--- src/rtl/bpt_pkg.sv ---
package bpt_pkg;
  localparam int IN_W   = 8;
  localparam int OUT_W  = 32;
  localparam int PLANES = IN_W;

  function automatic int ptr_w(input int n);
    return (n > 1) ? $clog2(n) : 1;
  endfunction
endpackage

--- src/rtl/bpt_plane_bank.sv ---
module bpt_plane_bank
  import bpt_pkg::*;
#(
  parameter int DEPTH = 64,
  localparam int AW   = ptr_w(DEPTH),
  localparam int WW   = DEPTH / OUT_W,
  localparam int WAW  = ptr_w(WW)
) (
  input  logic             clk,
  input  logic             we,
  input  logic [AW-1:0]    waddr,
  input  logic [IN_W-1:0]  wdata,
  input  logic [2:0]       rplane,
  input  logic [WAW-1:0]   rword,
  output logic [OUT_W-1:0] rdata
);
  logic [DEPTH-1:0] plane_q [PLANES];

  // each plane takes one bit of the input word at the shared bit address
  for (genvar p = 0; p < PLANES; p++) begin : g_plane
    always_ff @(posedge clk) begin
      if (we) plane_q[p][waddr] <= wdata[p];
    end
  end

  // a read gathers 32 neighbouring bits from the selected plane
  assign rdata = plane_q[rplane][{rword, 5'b0} +: OUT_W];
endmodule

--- src/rtl/bpt_wr_side.sv ---
module bpt_wr_side
  import bpt_pkg::*;
#(
  parameter int DEPTH = 64,
  localparam int AW   = ptr_w(DEPTH)
) (
  input  logic          clk,
  input  logic          rst,
  input  logic          in_valid,
  input  logic          swap,
  output logic          full,
  output logic          we,
  output logic [AW-1:0] waddr
);
  assign we = in_valid & ~full;

  always_ff @(posedge clk) begin
    if (rst) begin
      full  <= 1'b0;
      waddr <= '0;
    end else if (swap) begin
      full <= 1'b0;
    end else if (we) begin
      if (waddr == AW'(DEPTH - 1)) begin
        waddr <= '0;
        full  <= 1'b1;
      end else begin
        waddr <= waddr + 1'b1;
      end
    end
  end
endmodule

--- src/rtl/bpt_rd_side.sv ---
module bpt_rd_side
  import bpt_pkg::*;
#(
  parameter int DEPTH = 64,
  localparam int WW   = DEPTH / OUT_W,
  localparam int WAW  = ptr_w(WW)
) (
  input  logic             clk,
  input  logic             rst,
  input  logic             start,
  input  logic             out_ready,
  input  logic [OUT_W-1:0] rdata,
  output logic [2:0]       rplane,
  output logic [WAW-1:0]   rword,
  output logic             busy,
  output logic             out_valid,
  output logic [OUT_W-1:0] out_data,
  output logic             frame_done
);
  logic [2:0] pass_q;
  logic       issued_all;
  logic       out_last;
  logic       fetch;
  logic       accept;
  logic       at_end;

  assign rplane = 3'd7 - pass_q;
  assign accept = out_valid & out_ready;
  assign fetch  = busy & ~issued_all & (~out_valid | out_ready);
  assign at_end = (pass_q == 3'd7) && (rword == WAW'(WW - 1));

  always_ff @(posedge clk) begin
    if (rst) begin
      busy       <= 1'b0;
      issued_all <= 1'b0;
      pass_q     <= '0;
      rword      <= '0;
      out_valid  <= 1'b0;
      out_last   <= 1'b0;
      out_data   <= '0;
      frame_done <= 1'b0;
    end else begin
      frame_done <= accept & out_last;
      if (start) begin
        busy       <= 1'b1;
        issued_all <= 1'b0;
        pass_q     <= '0;
        rword      <= '0;
      end else begin
        if (fetch) begin
          out_data  <= rdata;
          out_valid <= 1'b1;
          out_last  <= at_end;
          if (at_end) issued_all <= 1'b1;
          if (rword == WAW'(WW - 1)) begin
            rword  <= '0;
            pass_q <= pass_q + 1'b1;
          end else begin
            rword <= rword + 1'b1;
          end
        end else if (accept) begin
          out_valid <= 1'b0;
        end
        if (accept && out_last) busy <= 1'b0;
      end
    end
  end
endmodule

--- src/rtl/bitplane_transposer.sv ---
module bitplane_transposer
  import bpt_pkg::*;
#(
  parameter int DEPTH = 64
) (
  input  logic        clk,
  input  logic        rst,
  input  logic        in_valid,
  input  logic [7:0]  in_data,
  output logic        in_ready,
  output logic        out_valid,
  input  logic        out_ready,
  output logic [31:0] out_data,
  output logic        frame_done
);
  localparam int AW  = ptr_w(DEPTH);
  localparam int WW  = DEPTH / OUT_W;
  localparam int WAW = ptr_w(WW);

  logic             wr_full, wr_we, rd_busy, swap, wr_bank;
  logic [AW-1:0]    waddr;
  logic [2:0]       rplane;
  logic [WAW-1:0]   rword;
  logic [OUT_W-1:0] bank_rdata [2];

  assign swap     = wr_full & ~rd_busy;
  assign in_ready = ~wr_full;

  always_ff @(posedge clk) begin
    if (rst)       wr_bank <= 1'b0;
    else if (swap) wr_bank <= ~wr_bank;
  end

  bpt_wr_side #(.DEPTH(DEPTH)) u_wr (
    .clk(clk), .rst(rst), .in_valid(in_valid), .swap(swap),
    .full(wr_full), .we(wr_we), .waddr(waddr)
  );

  for (genvar g = 0; g < 2; g++) begin : g_bank
    bpt_plane_bank #(.DEPTH(DEPTH)) u_bank (
      .clk(clk), .we(wr_we && (wr_bank == 1'(g))), .waddr(waddr),
      .wdata(in_data), .rplane(rplane), .rword(rword),
      .rdata(bank_rdata[g])
    );
  end

  bpt_rd_side #(.DEPTH(DEPTH)) u_rd (
    .clk(clk), .rst(rst), .start(swap), .out_ready(out_ready),
    .rdata(bank_rdata[~wr_bank]), .rplane(rplane), .rword(rword),
    .busy(rd_busy), .out_valid(out_valid), .out_data(out_data),
    .frame_done(frame_done)
  );
endmodule

--- config.mk ---
export PLATFORM = sky130hd
export DESIGN_NAME = bitplane_transposer
export DESIGN_NICKNAME = d
export VERILOG_FILES = /design/src/rtl/bpt_pkg.sv /design/src/rtl/bpt_plane_bank.sv /design/src/rtl/bpt_wr_side.sv /design/src/rtl/bpt_rd_side.sv /design/src/rtl/bitplane_transposer.sv
export SDC_FILE = /design/constraint.sdc
export NUM_CORES = 1
export LEC_CHECK = 0
export ABC_CLOCK_PERIOD_IN_PS = 6000
export BUFFER_PORTS_ARGS = -buffer_cell sky130_fd_sc_hd__clkbuf_2
export CAP_MARGIN = 20
export CORE_MARGIN = 4
export CORE_UTILIZATION = 50
export DETAILED_ROUTE_END_ITERATION = 7
export PLACE_DENSITY_LB_ADDON = 0.08
export SYNTH_ARGS = -nofsm -noshare
export SYNTH_HDL_FRONTEND = slang
export SYNTH_SLANG_ARGS = --single-unit
--- constraint.sdc ---
create_clock -name clk -period 6 [get_ports clk]
set_input_delay 0 -clock clk [delete_from_list [all_inputs] [get_ports clk]]
set_output_delay 0 -clock clk [all_outputs]
set_load 0.01 [all_outputs]
# Yosys cells after proc, flatten, opt, wreduce, memory -nomap -nowiden
# Memory sizes are Yosys's and may differ from the RTL's.
# Index checks and enable logic that the tools add are counted.
# totals
word_cells,67
ramBits,1024
mem_count,2
register_bits,49
# classes
muxes,15
shift,2
addsub,4
bitwise,14
n_eq_ne,2
order_cmp,3
reduce_logical,14
# memory_table
name,words,word_bits,read_ports,rd_clocked_by_memory_dff,wr,line_no,text
g_bank[0].u_bank.plane_q,8,64,1,0,8,bpt_plane_bank.sv:17,logic [DEPTH-1:0] plane_q [PLANES];
g_bank[1].u_bank.plane_q,8,64,1,0,8,bpt_plane_bank.sv:17,
# op_table
op,count
$mux 64,2
$shiftx 64x7->32,2
$mux 32,3
$reduce_and 2->1,6
$mux 1,8
$lt 6x7->1 const B,1
$add 6x1->6 const B,1
$and 1x1->1,6
$demux 1 s6,1
$eq 6x6->1 const B,1
$ge 6x1->1 const B,1
$mux 6,1
$not 1->1,6
$logic_and 1x1->1,5
$reduce_bool 2->1,2
$add 3x1->3 const B,1
$eq 3x3->1 const B,1
$sub 3x3->3 const A,1
$ge 2x2->1 const B,1
$not 1->2,1
$reduce_or 2->1,1
$add 1x1->1 const B,1
$or 1x1->1,1

# Logic depth before layout (Yosys ltp)
# An unclocked memory read counts as a cell.
# depth
word_depth,6
depth_mapped,9

# Modules after synthesis
# A second synthesis with hierarchy kept.
# hier_totals
hier_cells,2043
area_unflattened_um2,41753.8
# by_module_without_submodules
mod,cells_each,n_inst,area_each_um2
bpt_plane_bank,880,2,19500.0
bpt_rd_side,202,1,1826.8
bitplane_transposer,44,1,583.1
bpt_wr_side,37,1,344.1

# Worst setup path after synthesis
# No wires, ideal clock.
# synth_timing
path_type,register to register
start,register u_wr.waddr[3]
end,memory g_bank[0].u_bank.plane_q[0][19] (enable)
setup_slack_ps,3750
n_path_buf,3
path_stages_with_launch,7
required_time_ps,5630
arrival_ps,1880
setup_ps,370
path_cell_list,dfxtp_1 -> clkbuf_1 -> or3b_1 -> clkbuf_1 -> or3_1 -> clkbuf_1 -> nor2_1
# synth_rtl
item,line_no,text
from (decl),bpt_wr_side.sv:13,output logic [AW-1:0] waddr
from (signal assigned),bpt_wr_side.sv:28,waddr <= waddr + 1'b1;
to (decl),bpt_plane_bank.sv:17,

# Worst setup path in the final report
# layout_timing
start,register u_rd.pass_q[1]
end,register u_rd.out_data[0]
# layout_between
elab_chain_len,6
elab_cells_between_ends,8
cone_classes,1 x add/sub; 2 x shift; 3 x mux; 2 x memory
# layout_rtl
item,line_no,text
from (decl),bpt_rd_side.sv:20,logic [2:0] pass_q;
from (signal assigned),bpt_rd_side.sv:57,pass_q <= pass_q + 1'b1;
$sub 3x3->3 (*),bpt_rd_side.sv:27,assign rplane = 3'd7 - pass_q;
$mem_v2 8x64,n/a,
$shiftx 64x7->32,bpt_plane_bank.sv:27,"assign rdata = plane_q[rplane][{rword, 5'b0} +: OUT_W];"
$mux 32 (implied by the code) (*) (3 in series),bitplane_transposer.sv:49,".rdata(bank_rdata[~wr_bank]), .rplane(rplane), .rword(rword),"
to (signal assigned),bpt_rd_side.sv:51,out_data <= rdata;
to (decl),bpt_rd_side.sv:17,"output logic [OUT_W-1:0] out_data,"
# Every way passes the cells marked *; elsewhere a longest branch is shown, timed or not. The select of a mux whose other input is x is not followed.
# A chain may end at the register's enable or synchronous reset.

==> impl_metrics.csv <==
group,metric,value,unit
worst_setup_path,crit_end,"u_rd.out_data[0]",
pwr,total_power,15.4,mW
global_routing,grtUsageMet1,0.346,
worst_setup_path,criticalPathCategory,"flop to flop",
placement,place.gp.congestion,0.743,
worst_setup_path,cp_max_fo,48,
sta,setup_viol,0,
yosys,ys.flop_type,"edfxtp_1",
floorplanning,die_w,297,microns
global_routing,track_usage,0.238,
worst_setup_path,cp.depth,6,
sta,slew_headroom,0.271,
finish,fill_cells,6144,
sta,tns,0,ps
yosys,synth_common_cells,"edfxtp_1, mux4_2, nor2_1",
global_routing,grt_use_met2,0.388,
job,maxCapViolCount,0,
detailed_routing,ant_nets,0,
yosys,synth_top_area_share,0.738,
floorplanning,ios,47,
sta,period_share,0.567,
placement,portBuffers,46,
sta,hold_violations,0,
floorplanning,dieArea,0.0880,sq mm
worst_setup_path,r2r_end,"u_rd.out_data[0]",
yosys,synth.distinct_cells,45,
clock_tree,cts_buffers,109,
clock_tree,tritoncts,"built",
global_routing,grt.met3_usage,0.0379,
worst_setup_path,reg2reg_from,"u_rd.pass_q[1]",
global_routing,grt_max_degree,129,
yosys,syn-mean-instance-area,19.6,sq um
floorplanning,initial_core_util,0.506,
clock_tree,numClockSinks,1073,
worst_setup_path,critPathLaunch,"u_rd.pass_q[1]",
yosys,synth.area.top_cells,"edfxtp_1, mux4_2, mux2_2",
clock_tree,root_buffer,"clkbuf_16",
detailed_routing,drtIter0Drc,2140,
clock_tree,cts.path.max_buffers,3,
global_routing,top_usage_layer,"met2",
yosys,synth-seq-area-share,0.761,
clock_tree,cts_htree_levels,3,
yosys,yosysTopAreaCell,"edfxtp_1",
sta,finalMaxSlewViolations,0,
min_path,whs_path_depth,1,
sta,worst_slew_pin_slew,1090,ps
worst_setup_path,critPathTopFamily,"compound AO/OA/AOI/OAI gates",
sta,fin_hold_ws,52.0,ps
worst_setup_path,startpoint_type,"flop",
min_path,hold_start,"in_data[7]",
yosys,synthesis.area,0.0417,sq mm
sta,fmax,0.294,GHz
floorplanning,row_count,105,
worst_setup_path,ff2ff_path_depth,6,
worst_setup_path,slowest_stage,"nor2b_1",
detailed_routing,drc,0,
pwr,p_per_area,329,mW/mm^2
yosys,syn-num-nets,2141,
pwr,p_leak,14.1,nW
clock_tree,clkTransAtPathRegs,60,ps
min_path,holdCritPathClass,"input port to flop",
yosys,synth_most_common_cell,"edfxtp_1",
worst_setup_path,max_stage_delay,860,ps
finish,post-route-util,0.569,
detailed_routing,post_drt_wl_per_cell,30.7,microns
yosys,synth-seq-cells,1073,
sta,skew,17.8,ps
worst_setup_path,arrival,3910,ps
worst_setup_path,crit_chain,"buf_4 > nor2b_1 > a22o_1 > a221oi_1 > a222oi_1 > a21oi_1",
sta,fin_crit,3400,ps
global_routing,overflow,0,
run_status,outcome,"completed",
global_routing,antenna_found_initial,3,
worst_setup_path,r2r_slack,2600,ps
yosys,synth_cells,2126,
clock_tree,clk_latency,670,ps
placement,hpwlAfterDp,54700,microns
detailed_routing,routed_via_density,6.24,
worst_setup_path,end_kind,"flop",
finish,drive_gt1_frac,0.242,
global_routing,grt_pass1_wl,151000,microns
detailed_routing,wl,104000,microns
pwr,peakVddDrop,0.243,mV
worst_setup_path,critPathRequiredTime,6510,ps
floorplanning,die-height,297,microns
yosys,synth-edff-count,1024,
detailed_routing,first_pass_iters,5,
yosys,async_reset_ff_frac,0,
worst_setup_path,critPathBufInv,1,
yosys,ys_warn_count,0,
finish,nets,2220,
floorplanning,core,0.0824,sq mm
sta,rsz0062_at_grt,"false",
finish,syn2layout_area_growth,12.5,%
detailed_routing,vias,21100,
global_routing,grt_pass1_vias,21700,
==> layout make-up <==
| cell class | count | area [sq um] | area share |
|---|---|---|---|
| Multi-Input combinational cell | 912 | 9320 | 0.199 |
| Inverter | 9 | 33.8 | 0.000721 |
| Clock buffer | 157 | 3070 | 0.0655 |
| Antenna cell | 1 | 2.50 | 0.0000534 |
| Tap cell | 1070 | 1340 | 0.0286 |
| Sequential cell | 1073 | 31700 | 0.677 |
| Timing Repair Buffer | 100 | 708 | 0.0151 |
| Clock inverter | 51 | 659 | 0.0141 |
==> per-layer routing <==
metal	up-vias	routed length, microns
met4	2	2240
met2	745	50100
met3	155	6620
met5	-	18
li1	8866	-
met1	11300	44600
==> registers in the layout, summed over array words and instances (netlist names), 3 cells and up <==
name                   count
g_bank.u_bank.plane_q   1024
u_rd.pass_q                3
u_wr.waddr                 6
u_rd.out_data             32
==> kinds of logic after synthesis <==
family,after synthesis,synth area share
multiplexers,420,0.154
AND/OR/NAND/NOR,252,0.0265
XOR/XNOR,8,0.00168
adder cells (fa/ha/maj),3,0.000901
flip-flops,1073,0.761
AO/OA/AOI/OAI,229,0.0400
buffers and inverters,141,0.0158
==> cells in the final DEF (no fill, tap or decap), types with 21 or more instances in the layout <==
cell,Yosys,final
mux4_2,163,163
nor2_1,155,154
edfxtp_1,1024,1024
o211ai_1,35,35
a22o_1,33,33
o22ai_1,29,29
o21ai_0,23,23
clkbuf_2,0,38
mux2_2,128,128
mux2i_1,129,129
a21oi_1,21,21
buf_4,11,49
dfxtp_1,49,45
clkbuf_1,72,35
nand2_1,39,39
clkbuf_16,0,112
a221oi_1,26,26
==> worst min path at each step <==
| stage | endpoint |
|---|---|
| 2_1_floorplan | g_bank[0].u_bank.plane_q[0][0] |
| 3_3_place_gp | u_wr.full |
| 3_5_place_dp | u_wr.full |
| 4_1_cts | g_bank[1].u_bank.plane_q[7][3] |
| 5_1_grt | g_bank[1].u_bank.plane_q[7][18] |
| 6_report | g_bank[1].u_bank.plane_q[7][15] |
==> power by group <==
part           internal (mW)  switching (mW)
clock                   4.20            2.78
sequential              8.21         0.00579
combinational         0.0243           0.204
==> repair_timing <==
action,4_1_cts,5_1_grt
endpoints found under the hold margin,252,0
buffers inserted,0,0
resized for setup,0,0
hold buffers,11,0
==> through the flow <==
step / setup WS (ps) / cells / cell area [sq um]
CTS: 2550 / 3372 / 46900
floorplan: 3750 / 2126 / 41700
global route: 2350 / 3373 / 46900
detailed placement: 2570 / 3153 / 43000
finish: 2600 / 3373 / 46900
global placement: 2520 / 3152 / 43000
(Power assumes the default switching activity.)
